==> config.mk <==
export PLATFORM = sky130hd
export DESIGN_NAME = dma_reload_chan
export DESIGN_NICKNAME = d
export VERILOG_FILES = /design/src/rtl/dma_rl_pkg.sv /design/src/rtl/dma_rl_regs.sv /design/src/rtl/dma_rl_group.sv /design/src/rtl/dma_rl_seq.sv /design/src/rtl/dma_reload_chan.sv
export SDC_FILE = /design/constraint.sdc
export NUM_CORES = 1
export LEC_CHECK = 0
export BUFFER_PORTS_ARGS = -buffer_cell sky130_fd_sc_hd__buf_2
export CAP_MARGIN = 40
export CORE_MARGIN = 2
export CORE_UTILIZATION = 52
export CTS_CLUSTER_SIZE = 10
export DETAILED_ROUTE_END_ITERATION = 6
export PLACE_DENSITY = 0.83
export SLEW_MARGIN = 15
export SYNTH_ARGS = -nofsm -noshare
export SYNTH_HDL_FRONTEND = slang
export SYNTH_SLANG_ARGS = --single-unit
==> constraint.sdc <==
create_clock -name clk -period 2.83 [get_ports clk]
set_clock_uncertainty 0.05 [all_clocks]
set_input_delay 0.566 -clock clk [delete_from_list [all_inputs] [get_ports clk]]
set_output_delay 0.566 -clock clk [all_outputs]
set_load 0.02 [all_outputs]
==> src/rtl/dma_rl_pkg.sv <==
package dma_rl_pkg;

  typedef enum logic [1:0] {
    PH_IDLE  = 2'd0,
    PH_READ  = 2'd1,
    PH_WRITE = 2'd2
  } phase_t;

  // Byte count of one item for a size code.
  function automatic logic [2:0] size_bytes(input logic [1:0] sz);
    case (sz)
      2'd0:    size_bytes = 3'd1;
      2'd1:    size_bytes = 3'd2;
      default: size_bytes = 3'd4;
    endcase
  endfunction

  // True when the low address bits suit the item size.
  function automatic logic addr_ok(input logic [1:0] lsb, input logic [1:0] sz);
    case (sz)
      2'd0:    addr_ok = 1'b1;
      2'd1:    addr_ok = (lsb[0] == 1'b0);
      default: addr_ok = (lsb == 2'b00);
    endcase
  endfunction

endpackage

==> src/rtl/dma_rl_regs.sv <==
module dma_rl_regs #(
  parameter int AW = 32,
  parameter int CW = 16
) (
  input  logic          clk,
  input  logic          rst_n,
  input  logic          cfg_we,
  input  logic [1:0]    cfg_sel,
  input  logic [AW-1:0] cfg_wdata,
  input  logic          cap_saved,
  input  logic          xfer_done,
  input  logic          do_reload,
  input  logic [2:0]    step_bytes,
  output logic [AW-1:0] src,
  output logic [AW-1:0] dst,
  output logic [CW-1:0] count,
  output logic [AW-1:0] saved
);

  logic wr_src, wr_dst, wr_cnt;
  assign wr_src = cfg_we && (cfg_sel == 2'd0);
  assign wr_dst = cfg_we && (cfg_sel == 2'd1);
  assign wr_cnt = cfg_we && (cfg_sel == 2'd2);

  always_ff @(posedge clk or negedge rst_n) begin
    if (!rst_n) begin
      src   <= '0;
      dst   <= '0;
      count <= '0;
      saved <= '0;
    end else begin
      if (cap_saved) saved <= src;
      if (wr_dst) dst <= cfg_wdata;
      if (wr_src)
        src <= cfg_wdata;
      else if (xfer_done)
        src <= do_reload ? saved : src + AW'(step_bytes);
      if (wr_cnt)
        count <= cfg_wdata[CW-1:0];
      else if (xfer_done)
        count <= count - CW'(1);
    end
  end

endmodule

==> src/rtl/dma_rl_group.sv <==
module dma_rl_group #(
  parameter int GROUP_LEN = 4,
  parameter int GW = 2
) (
  input  logic          clk,
  input  logic          rst_n,
  input  logic          clr,
  input  logic          step,
  output logic [GW-1:0] grp,
  output logic          last
);

  logic [GW-1:0] grp_inc;

  assign last = (grp == GW'(GROUP_LEN - 1));

  generate
    if ((1 << GW) == GROUP_LEN) begin : g_pow2
      assign grp_inc = grp + GW'(1);
    end else begin : g_cmp
      assign grp_inc = last ? '0 : grp + GW'(1);
    end
  endgenerate

  always_ff @(posedge clk or negedge rst_n) begin
    if (!rst_n)
      grp <= '0;
    else if (clr)
      grp <= '0;
    else if (step)
      grp <= grp_inc;
  end

endmodule

==> src/rtl/dma_rl_seq.sv <==
module dma_rl_seq
  import dma_rl_pkg::*;
#(
  parameter int AW = 32,
  parameter int DW = 32
) (
  input  logic          clk,
  input  logic          rst_n,
  input  logic          may_start,
  input  logic          abort,
  input  logic [AW-1:0] src,
  input  logic [AW-1:0] dst,
  input  logic [1:0]    size_sel,
  input  logic          mem_ack,
  input  logic [DW-1:0] mem_rdata,
  output logic          mem_req,
  output logic          mem_we,
  output logic [AW-1:0] mem_addr,
  output logic [DW-1:0] mem_wdata,
  output logic          xfer_done,
  output logic          start_bad
);

  phase_t        ph, ph_nx;
  logic [DW-1:0] hold;
  logic          ends_ok;

  assign ends_ok   = addr_ok(src[1:0], size_sel) && addr_ok(dst[1:0], size_sel);
  assign start_bad = (ph == PH_IDLE) && may_start && !ends_ok;
  assign xfer_done = (ph == PH_WRITE) && !abort && mem_ack;

  always_comb begin
    ph_nx = ph;
    case (ph)
      PH_IDLE:  if (may_start && ends_ok) ph_nx = PH_READ;
      PH_READ:  if (abort) ph_nx = PH_IDLE;
                else if (mem_ack) ph_nx = PH_WRITE;
      PH_WRITE: if (abort || mem_ack) ph_nx = PH_IDLE;
      default:  ph_nx = PH_IDLE;
    endcase
  end

  always_ff @(posedge clk or negedge rst_n) begin
    if (!rst_n) begin
      ph   <= PH_IDLE;
      hold <= '0;
    end else begin
      ph <= ph_nx;
      if (ph == PH_READ && !abort && mem_ack) hold <= mem_rdata;
    end
  end

  assign mem_req   = (ph != PH_IDLE);
  assign mem_we    = (ph == PH_WRITE);
  assign mem_addr  = (ph == PH_WRITE) ? dst : src;
  assign mem_wdata = hold;

endmodule

==> src/rtl/dma_reload_chan.sv <==
module dma_reload_chan
  import dma_rl_pkg::*;
#(
  parameter int AW = 32,
  parameter int DW = 32,
  parameter int CW = 16,
  parameter int GROUP_LEN = 4,
  localparam int GW = (GROUP_LEN > 1) ? $clog2(GROUP_LEN) : 1
) (
  input  logic          clk,
  input  logic          rst_n,
  input  logic          cfg_we,
  input  logic [1:0]    cfg_sel,
  input  logic [AW-1:0] cfg_wdata,
  input  logic [1:0]    size_sel,
  input  logic          glb_en,
  input  logic          chn_en,
  input  logic          nmi,
  input  logic          flag_clr,
  output logic          mem_req,
  output logic          mem_we,
  output logic [1:0]    mem_size,
  output logic [AW-1:0] mem_addr,
  output logic [DW-1:0] mem_wdata,
  input  logic          mem_ack,
  input  logic [DW-1:0] mem_rdata,
  output logic          te_flag,
  output logic          ae_flag,
  output logic [AW-1:0] src_now,
  output logic [AW-1:0] dst_now,
  output logic [CW-1:0] count_now,
  output logic [GW-1:0] grp_now
);

  logic          chn_en_q;
  logic          cap_saved, abort, may_start;
  logic          xfer_done, start_bad, te_set, grp_clr, grp_last;
  logic [AW-1:0] saved_src;

  assign cap_saved = chn_en && !chn_en_q;
  assign abort     = !glb_en || !chn_en || nmi;
  assign may_start = !abort && !te_flag && !ae_flag && (count_now != '0);
  assign te_set    = xfer_done && (count_now == CW'(1));
  assign grp_clr   = abort || te_set || start_bad;
  assign mem_size  = size_sel;

  always_ff @(posedge clk or negedge rst_n) begin
    if (!rst_n) begin
      chn_en_q <= 1'b0;
      te_flag  <= 1'b0;
      ae_flag  <= 1'b0;
    end else begin
      chn_en_q <= chn_en;
      if (te_set) te_flag <= 1'b1;
      else if (flag_clr) te_flag <= 1'b0;
      if (start_bad) ae_flag <= 1'b1;
      else if (flag_clr) ae_flag <= 1'b0;
    end
  end

  dma_rl_regs #(.AW(AW), .CW(CW)) u_regs (
    .clk(clk), .rst_n(rst_n),
    .cfg_we(cfg_we), .cfg_sel(cfg_sel), .cfg_wdata(cfg_wdata),
    .cap_saved(cap_saved), .xfer_done(xfer_done), .do_reload(grp_last),
    .step_bytes(size_bytes(size_sel)),
    .src(src_now), .dst(dst_now), .count(count_now), .saved(saved_src)
  );

  dma_rl_group #(.GROUP_LEN(GROUP_LEN), .GW(GW)) u_group (
    .clk(clk), .rst_n(rst_n), .clr(grp_clr), .step(xfer_done),
    .grp(grp_now), .last(grp_last)
  );

  dma_rl_seq #(.AW(AW), .DW(DW)) u_seq (
    .clk(clk), .rst_n(rst_n), .may_start(may_start), .abort(abort),
    .src(src_now), .dst(dst_now), .size_sel(size_sel),
    .mem_ack(mem_ack), .mem_rdata(mem_rdata),
    .mem_req(mem_req), .mem_we(mem_we), .mem_addr(mem_addr),
    .mem_wdata(mem_wdata), .xfer_done(xfer_done), .start_bad(start_bad)
  );

endmodule

==> summary.txt, run 1 <==
Yosys
  • Commonest cells post-synth: dfrtp_1 (151), mux2_2 (128), nand2_1 (72), clkbuf_1 (37), a21oi_1 (34)
  • Synth Instances: 692
  • Syn. warnings: 0
  • Synth area leaders: dfrtp_1 (49%), mux2_2 (19%), nand2_1 (3.5%), xor2_1 (3.2%), o221ai_1 (2.4%)
  • Unique cell type count in the Yosys netlist: 50
  • Area leader, netlist: dfrtp_1
  • Mapped cell area: 0.00767 mm^2
  • Syn avg cell area: 11.1 um^2
  • Post-synth top flop: dfrtp_1
  • Yosys reg bits: 151
  • Register area share after synthesis: 0.493
  • Mapped Nets: 776
  • Cell with the most instances after synthesis: dfrtp_1
  • Top cell type's share of synthesized area: 0.493
  • Ys async rst share: 1.00
  • Post-synth EDFFs: 0

Run
  • MaxCap Viol Count: 0

Die
  • Die width: 125 um
  • Num rows: 44
  • Die area: 0.0157 mm^2
  • Core Footprint: 0.0145 mm^2
  • Top Ports: 228
  • Initial Utilization: 0.530
  • Chip height: 125 um

Worst setup path
  • Worst Setup Path Type: reg2reg
  • Setup crit start kind: flop
  • Reg-to-Reg Start: u_regs.src[8]
  • Worst r2r path cells: 5
  • Critical Path AT: 2.74 ns
  • R2R Path End: u_regs.src[30]
  • CP endpoint kind: flop
  • Minimum setup slack among reg-to-reg paths: 0.38 ns
  • Worst endpoint required time: 3.12 ns
  • Worst-path maximum fanout: 7
  • Worst setup startpoint: u_regs.src[8]

STA
  • Setup TNS: 0 ns
  • Final worst setup slack: 0.378 ns
  • Tcrit/Tclk final: 0.867
  • Slew at the pin closest to its max-slew limit: 0.683 ns
  • Hold Fails Final Rpt: 0
  • Final Max Tran Viols: 0
  • Fmax: 408 MHz
  • Final setup vio count: 0
  • RSZ-0062 raised after global routing: false
  • Minimum clock period: 2.45 ns
  • Slew headroom: 0.540

Final layout
  • Share of cells above drive strength 1: 0.467
  • ANT cells: 0
  • Post-Layout Cell Count: 1,121
  • Number of fill cells: 1,072
  • Post-route cell area: 0.00980 mm^2
  • Nets: 1,009
  • Area occupied by multi-input gates: 0.00370 mm^2
  • Area growth, synth to finish: 27.8%
  • Seq. cell area: 0.00378 mm^2

Placement
  • HPWL Detailed: 15,500 um
  • DP Area: 0.00918 mm^2
  • I/O Buffers: 227
  • Post-Place Worst Slack: 0.126 ns
  • Cells after DPL: 1,090
  • Placer congestion estimate: 0.845

Drt
  • Final antenna-violating net count: 0
  • Post-DR wirelength/cell: 19.2 um
  • TritonRoute pass-1 iters: 5
  • WL final: 21,500 um
  • Via count: 6,549
  • Detailed Route Iter0 Violations: 550
  • # DRC: 0
  • DR vias/cell: 5.84

Global routing
  • Pin count of the biggest net entering global routing: 61
  • Antenna violations before repair: 0
  • GRT Total Usage: 0.275
  • First-pass GRT wire length: 34,300 um
  • Vias in the first global route: 6,469
  • Grt total ovfl: 0

Clocking
  • Clock Path Buffers: 2
  • Post-CTS setup buffers: 0
  • Num Clock Sinks: 151
  • CTS clk-pin slew, worst paths: 0.06 ns
  • Num CTS Buffers: 17
  • Clk Latency, worst-skew pair: 0.43 ns
  • Root Buffer: clkbuf_16
  • H-tree depth: 4
  • Post-CTS sizing: 0
  • Cts hold-fix bufs: 0
  • CTS tree: done

Power
  • Power Density: 692 mW/mm^2
  • Maximum vdd drop: 0.000410 V
  • Lkg Pwr: 4.77 nW

Outcome
  • Status: completed

Worst hold path
  • Worst hold path class: in2async
==> worst max-delay path, cell delays in order (launching register included) <==
cell	delay [ns]
dfrtp_1	0.53
nand3_1	0.25
or4_1	0.65
or4_1	0.56
mux2i_1	0.14
a22oi_1	0.19
==> metrics by stage <==
step | util | power [mW] | hold WS [ns]
6_report | 0.677 | 6.78 | 0.0511
5_1_grt | 0.677 | 7.06 | 0.107
3_3_place_gp | 0.634 | 4.37 | 0.429
3_5_place_dp | 0.634 | 4.43 | 0.437
2_1_floorplan | - | 3.75 | 0.220
4_1_cts | 0.677 | 6.81 | 0.0698
==> layer usage <==
layer | up-vias | global-route usage | part of all wire
li1 | 2972 | - | -
met1 | 3245 | 0.355 | 0.41
met2 | 292 | 0.459 | 0.50
met3 | 40 | 0.0556 | 0.064
met4 | 0 | 0.102 | 0.023
met5 | - | 0 | 0
==> placed cells by master (no fill, tap or decap), types with 3 or more instances in the layout <==
cell	count
or3_1	3
and3_1	29
o21ai_0	26
buf_12	4
or4_4	4
or4_1	3
xor2_1	28
nand3b_1	6
xnor2_1	12
clkbuf_16	17
or2_2	5
o31ai_1	3
o221ai_1	21
nor3_1	11
nand2_1	72
a21o_1	3
buf_4	30
ha_1	7
a21oi_1	34
dfrtp_1	151
mux2_2	128
inv_1	6
bufinv_16	4
o211ai_1	3
mux2i_1	4
nand3_1	15
nor4_1	6
clkinv_2	5
nand4_1	13
buf_2	226
nor2_1	22
==> kinds of logic after synthesis <==
family,count (synthesis),share of synthesized area
AND/OR/NAND/NOR,204,0.139
flip-flops,151,0.493
multiplexers,132,0.193
AO/OA/AOI/OAI,104,0.0879
buffers and inverters,53,0.0271
XOR/XNOR,40,0.0457
adder cells (fa/ha/maj),8,0.0140
==> power by group <==
| part | internal, mW | switching (mW) |
|---|---|---|
| logic | 0.675 | 0.921 |
| registers | 2.50 | 0.303 |
| clock network | 1.49 | 0.897 |
| total | 4.66 | 2.12 |
==> registers in the layout, summed over array words and instances (netlist names) <==
name / count
u_group.grp: 2
u_regs.dst: 32
te_flag: 1
u_regs.saved: 32
chn_en_q: 1
u_regs.src: 32
u_regs.count: 16
u_seq.ph: 2
ae_flag: 1
u_seq.mem_wdata: 32
==> worst max path at each step <==
stage                     endpoint  depth (start not counted)  slack (ns)
floorplan           u_regs.src[30]                          8        0.46
global placement    u_regs.src[30]                          9        0.19
detailed placement  u_regs.src[30]                          9        0.13
CTS                 u_regs.src[30]                          5        0.38
global route        u_regs.src[30]                          5        0.28
finish              u_regs.src[30]                          5        0.38
==> area by class of cell <==
class,instances,area share
clock buffers,18,0.0448
clock inverters,13,0.0181
inverters,6,0.00230
multi-input cells,488,0.378
flip-flops and latches,151,0.386
well taps,184,0.0235
repair buffers,261,0.148
(Power assumes the default switching activity.)
==> run 2, diff against run 1 <==
Settings changed: ABC_AREA from default to 1, CORE_UTILIZATION 52 to 53, PLACE_DENSITY 0.83 to 0.84, RECOVER_POWER from default to 50.
==> run 2 against run 1 <==
Net effect:
- the flow now finishes with violations (max-capacitance violations, max-slew violations)
- largest cell class unchanged
- sequential power about the same
- die area increased by 3.2%
- first-iteration DRC count increased by 12%
- synthesized cell count increased by 51%
- global-route usage increased by 2.2 points
- highest routed layer unchanged
- clock-buffer cell count unchanged
- critical path type is now reg2out
==> summary.txt, run 2 <==
Yosys
  • Synth area leaders: dfrtp_1 (47%), nand2_1 (15%), o21ai_0 (6.6%), nor2_1 (5.9%), inv_1 (5.3%)
  • Ys async rst share: 1.00 (unchanged)
  • Post-synth EDFFs: 0 (unchanged)
  • Post-synthesis compound-gate area fraction: 0.108 (+0.0199)
  • Largest family of logic cells by synthesized area: simple AND/OR/NAND/NOR gates
  • Synth Instances: 1,045 (+51%)
  • Syn avg cell area: 7.73 um^2 (-30%)
  • Syn. warnings: 0 (unchanged)
  • Top cell type's share of synthesized area: 0.468 (-0.0249)
  • Simple-gate area share of the yosys netlist: 0.263 (+0.124)
  • Register area share after synthesis: 0.468 (-0.0249)
  • Post-synth top flop: dfrtp_1
  • Post-synthesis adder-cell area fraction: 0.0133 (-0.000709)
  • Area leader, netlist: dfrtp_1
  • Cell with the most instances after synthesis: nand2_1
  • Multiplexer area fraction after synthesis: 0.0527 (-0.141)
  • Mapped cell area: 0.00808 mm^2 (+5.3%)
  • Commonest cells post-synth: nand2_1 (315), dfrtp_1 (151), nor2_1 (126), inv_1 (115), o21ai_0 (106)
  • Unique cell type count in the Yosys netlist: 35 (-30%)
  • Yosys reg bits: 151 (unchanged)
  • XOR/XNOR share of the synthesized area: 0.0141 (-0.0316)
  • Mapped Nets: 1,129 (+45%)

Drt
  • Final antenna-violating net count: 0 (unchanged)
  • Detailed Route Iter0 Violations: 614 (+12%)
  • TritonRoute pass-1 iters: 5 (unchanged)
  • Via count: 7,794 (+19%)
  • Post-DR wirelength/cell: 16.1 um (-16%)
  • # DRC: 0 (unchanged)
  • WL final: 23,600 um (+9.6%)
  • DR vias/cell: 5.32 (-9.0%)

Worst setup path
  • Crit path max-delay family: simple AND/OR/NAND/NOR gates
  • Worst-path maximum fanout: 26 (+19)
  • Reg-to-Reg Start: u_seq.ph[0]
  • Worst r2r path cells: 5 (unchanged)
  • Worst-path cell chain: nor2_4 -> buf_4 -> nand2_1 -> o21ai_0 -> buf_2
  • Setup crit start kind: flop
  • CP bufs+invs: 2 (+2)
  • CP endpoint kind: output port
  • Critical path's largest stage delay: 0.50 ns (-0.15 ns)
  • Minimum setup slack among reg-to-reg paths: 0.29 ns (-0.09 ns)
  • Crit-path slowest cell: nor2_4
  • R2R Path End: u_seq.mem_wdata[3]
  • Critical Path AT: 2.08 ns (-0.66 ns)
  • Worst Setup Path Type: reg2out
  • Worst endpoint required time: 2.21 ns (-0.91 ns)

STA
  • RSZ-0062 raised after global routing: false
  • WHS: 0.241 ns (+0.190 ns)
  • Final Max Tran Viols: 34 (+34)
  • Hold Fails Final Rpt: 0 (unchanged)
  • Slew headroom: -0.145 (-0.685)
  • Minimum clock period: 2.69 ns (+0.241 ns)
  • Final setup vio count: 0 (unchanged)
  • Setup TNS: 0 ns (unchanged)
  • Slew at the pin closest to its max-slew limit: 1.72 ns (+1.03 ns)
  • Fmax: 371 MHz (-9.0%)
  • Tcrit/Tclk final: 0.952 (+0.0852)

Power
  • Lkg Pwr: 5.29 nW (+11%)
  • Comb pwr share: 0.254 (+0.019)
  • Switch Pwr: 2.40 mW (+13%)
  • Maximum vdd drop: 0.000381 V (-7.1%)
  • Power Internal: 4.22 mW (-9.5%)
  • Power Density: 669 mW/mm^2 (-3.2%)
  • Clock share of power: 0.322 (-0.030)
  • Reg power frac: 0.424 (+0.011)
  • Switching Share: 0.363 (+0.0500)

Outcome
  • Status: finished with violations
  • Failing checks: max-capacitance violations, max-slew violations

Placement
  • I/O Buffers: 227 (unchanged)
  • HPWL Detailed: 17,200 um (+11%)
  • Placer congestion estimate: 0.955 (+13%)

Clocking
  • CTS clk-pin slew, worst paths: 0.07 ns (about the same)
  • Num Clock Sinks: 151 (unchanged)
  • CTS tree: done
  • Clock Path Buffers: 2 (unchanged)
  • Post-CTS setup buffers: 0 (unchanged)
  • Cts hold-fix bufs: 0 (unchanged)
  • H-tree depth: 4 (unchanged)
  • Clk Latency, worst-skew pair: 0.43 ns (about the same)
  • Num CTS Buffers: 17 (unchanged)
  • Root Buffer: clkbuf_16
  • Post-CTS sizing: 0 (unchanged)

Worst hold path
  • WHS Endpoint: chn_en_q
  • WHS Path Cells: 1
  • Min-Delay Startpoint: chn_en
  • Worst hold path class: in2reg

Global routing
  • Vias in the first global route: 7,313 (+13%)
  • Grt total ovfl: 0 (unchanged)
  • First-pass GRT wire length: 37,700 um (+10%)
  • GRT Total Usage: 0.296 (+0.0216)
  • Antenna violations before repair: 0 (unchanged)
  • Pin count of the biggest net entering global routing: 65 (+6.6%)

Die
  • Core Footprint: 0.0150 mm^2 (+3.8%)
  • Initial Utilization: 0.537 (+0.00760)
  • Top Ports: 228 (unchanged)
  • Num rows: 45 (+2.3%)
  • Die width: 127 um (+1.6%)
  • Chip height: 127 um (+1.6%)
  • Die area: 0.0162 mm^2 (+3.2%)

Final layout
  • ANT cells: 0 (unchanged)
  • Most frequent cells in the layout: nand2_1 (315), buf_2 (215), dfrtp_1 (151)
  • Nets: 1,349 (+34%)
  • Most common cell after layout, fill and taps aside: nand2_1
  • Area growth, synth to finish: 22.4%
  • Share of cells above drive strength 1: 0.245 (-0.223)

Run
  • MaxCap Viol Count: 1 (+1)
run 2: cell types whose count changed after synthesis, moves of 17 or more:
cell     change
nand2_1    +243
inv_1      +109
nor2_1     +103
mux2_2      -92
o21ai_0     +80
nand3_1     +46
a21oi_1     -30
and3_1      -29
o22ai_1     +22
xor2_1      -17
run 2: layout make-up:
cell class                      instances  area, um^2
Clock buffer                           18         439
Tap cell                              188         235
Fill cell                            1319        5140
Clock inverter                         14         119
Multi-Input combinational cell        735        3650
Timing Repair Buffer                  240        1220
Sequential cell                       151        3780
Inverter                              120         450
run 2: worst max-delay path by stage:
stage	startpoint	to	slack (ns)	cells past startpoint
floorplan	u_seq.ph[0]	mem_addr[17]	0.79	4
global placement	size_sel[1]	u_regs.src[18]	0.46	13
detailed placement	size_sel[1]	u_regs.src[18]	0.42	13
CTS	u_seq.ph[0]	mem_addr[29]	0.13	5
global route	rst_n	u_regs.count[2]	0.02	2
finish	u_seq.ph[0]	mem_addr[29]	0.14	5
run 2: per-stage QoR:
step | setup slack (ns) | instance area [um^2] | cells | utilization | total power, mW
after floorplan | 0.791 | 8080 | 1045 | - | 3.82
after global placement | 0.461 | 9380 | 1434 | 0.624 | 4.48
after detailed placement | 0.418 | 9380 | 1434 | 0.624 | 4.52
after CTS | 0.129 | 9930 | 1466 | 0.661 | 6.65
after global routing | 0.0188 | 9890 | 1466 | 0.658 | 6.96
final | 0.136 | 9890 | 1466 | 0.658 | 6.62
run 2: worst reg2reg max path, delay by kind of cell (launching register included):
kind | cells | cell delay, ns
buffers and inverters | 2 | 1.34
flip-flops | 1 | 0.42
multiplexers | 1 | 0.46
AND/OR/NAND/NOR | 2 | 0.14
run 2: power by group through the flow:
stage / logic [mW] / registers [mW] / clock network, mW
2_1_floorplan: 0.759 / 3.06 / 0
3_3_place_gp: 1.66 / 2.82 / 0
3_5_place_dp: 1.69 / 2.83 / 0
4_1_cts: 1.70 / 2.80 / 2.15
5_1_grt: 1.86 / 2.85 / 2.25
6_report: 1.68 / 2.81 / 2.13
run 2: cells by family after synthesis:
family | Yosys count
buffers and inverters | 159
AOI/OAI and AO/OA | 155
muxes | 38
adders and majority gates | 8
xor gates and xnor gates | 13
and+or+nand+nor | 521
DFF | 151
run 2: layer usage:
metal	wire length (um)	track usage	vias up
li1	-	-	3803
met1	10200	0.400	3617
met2	11300	0.488	327
met3	1480	0.0490	47
met4	592	0.102	0
met5	0	0	-
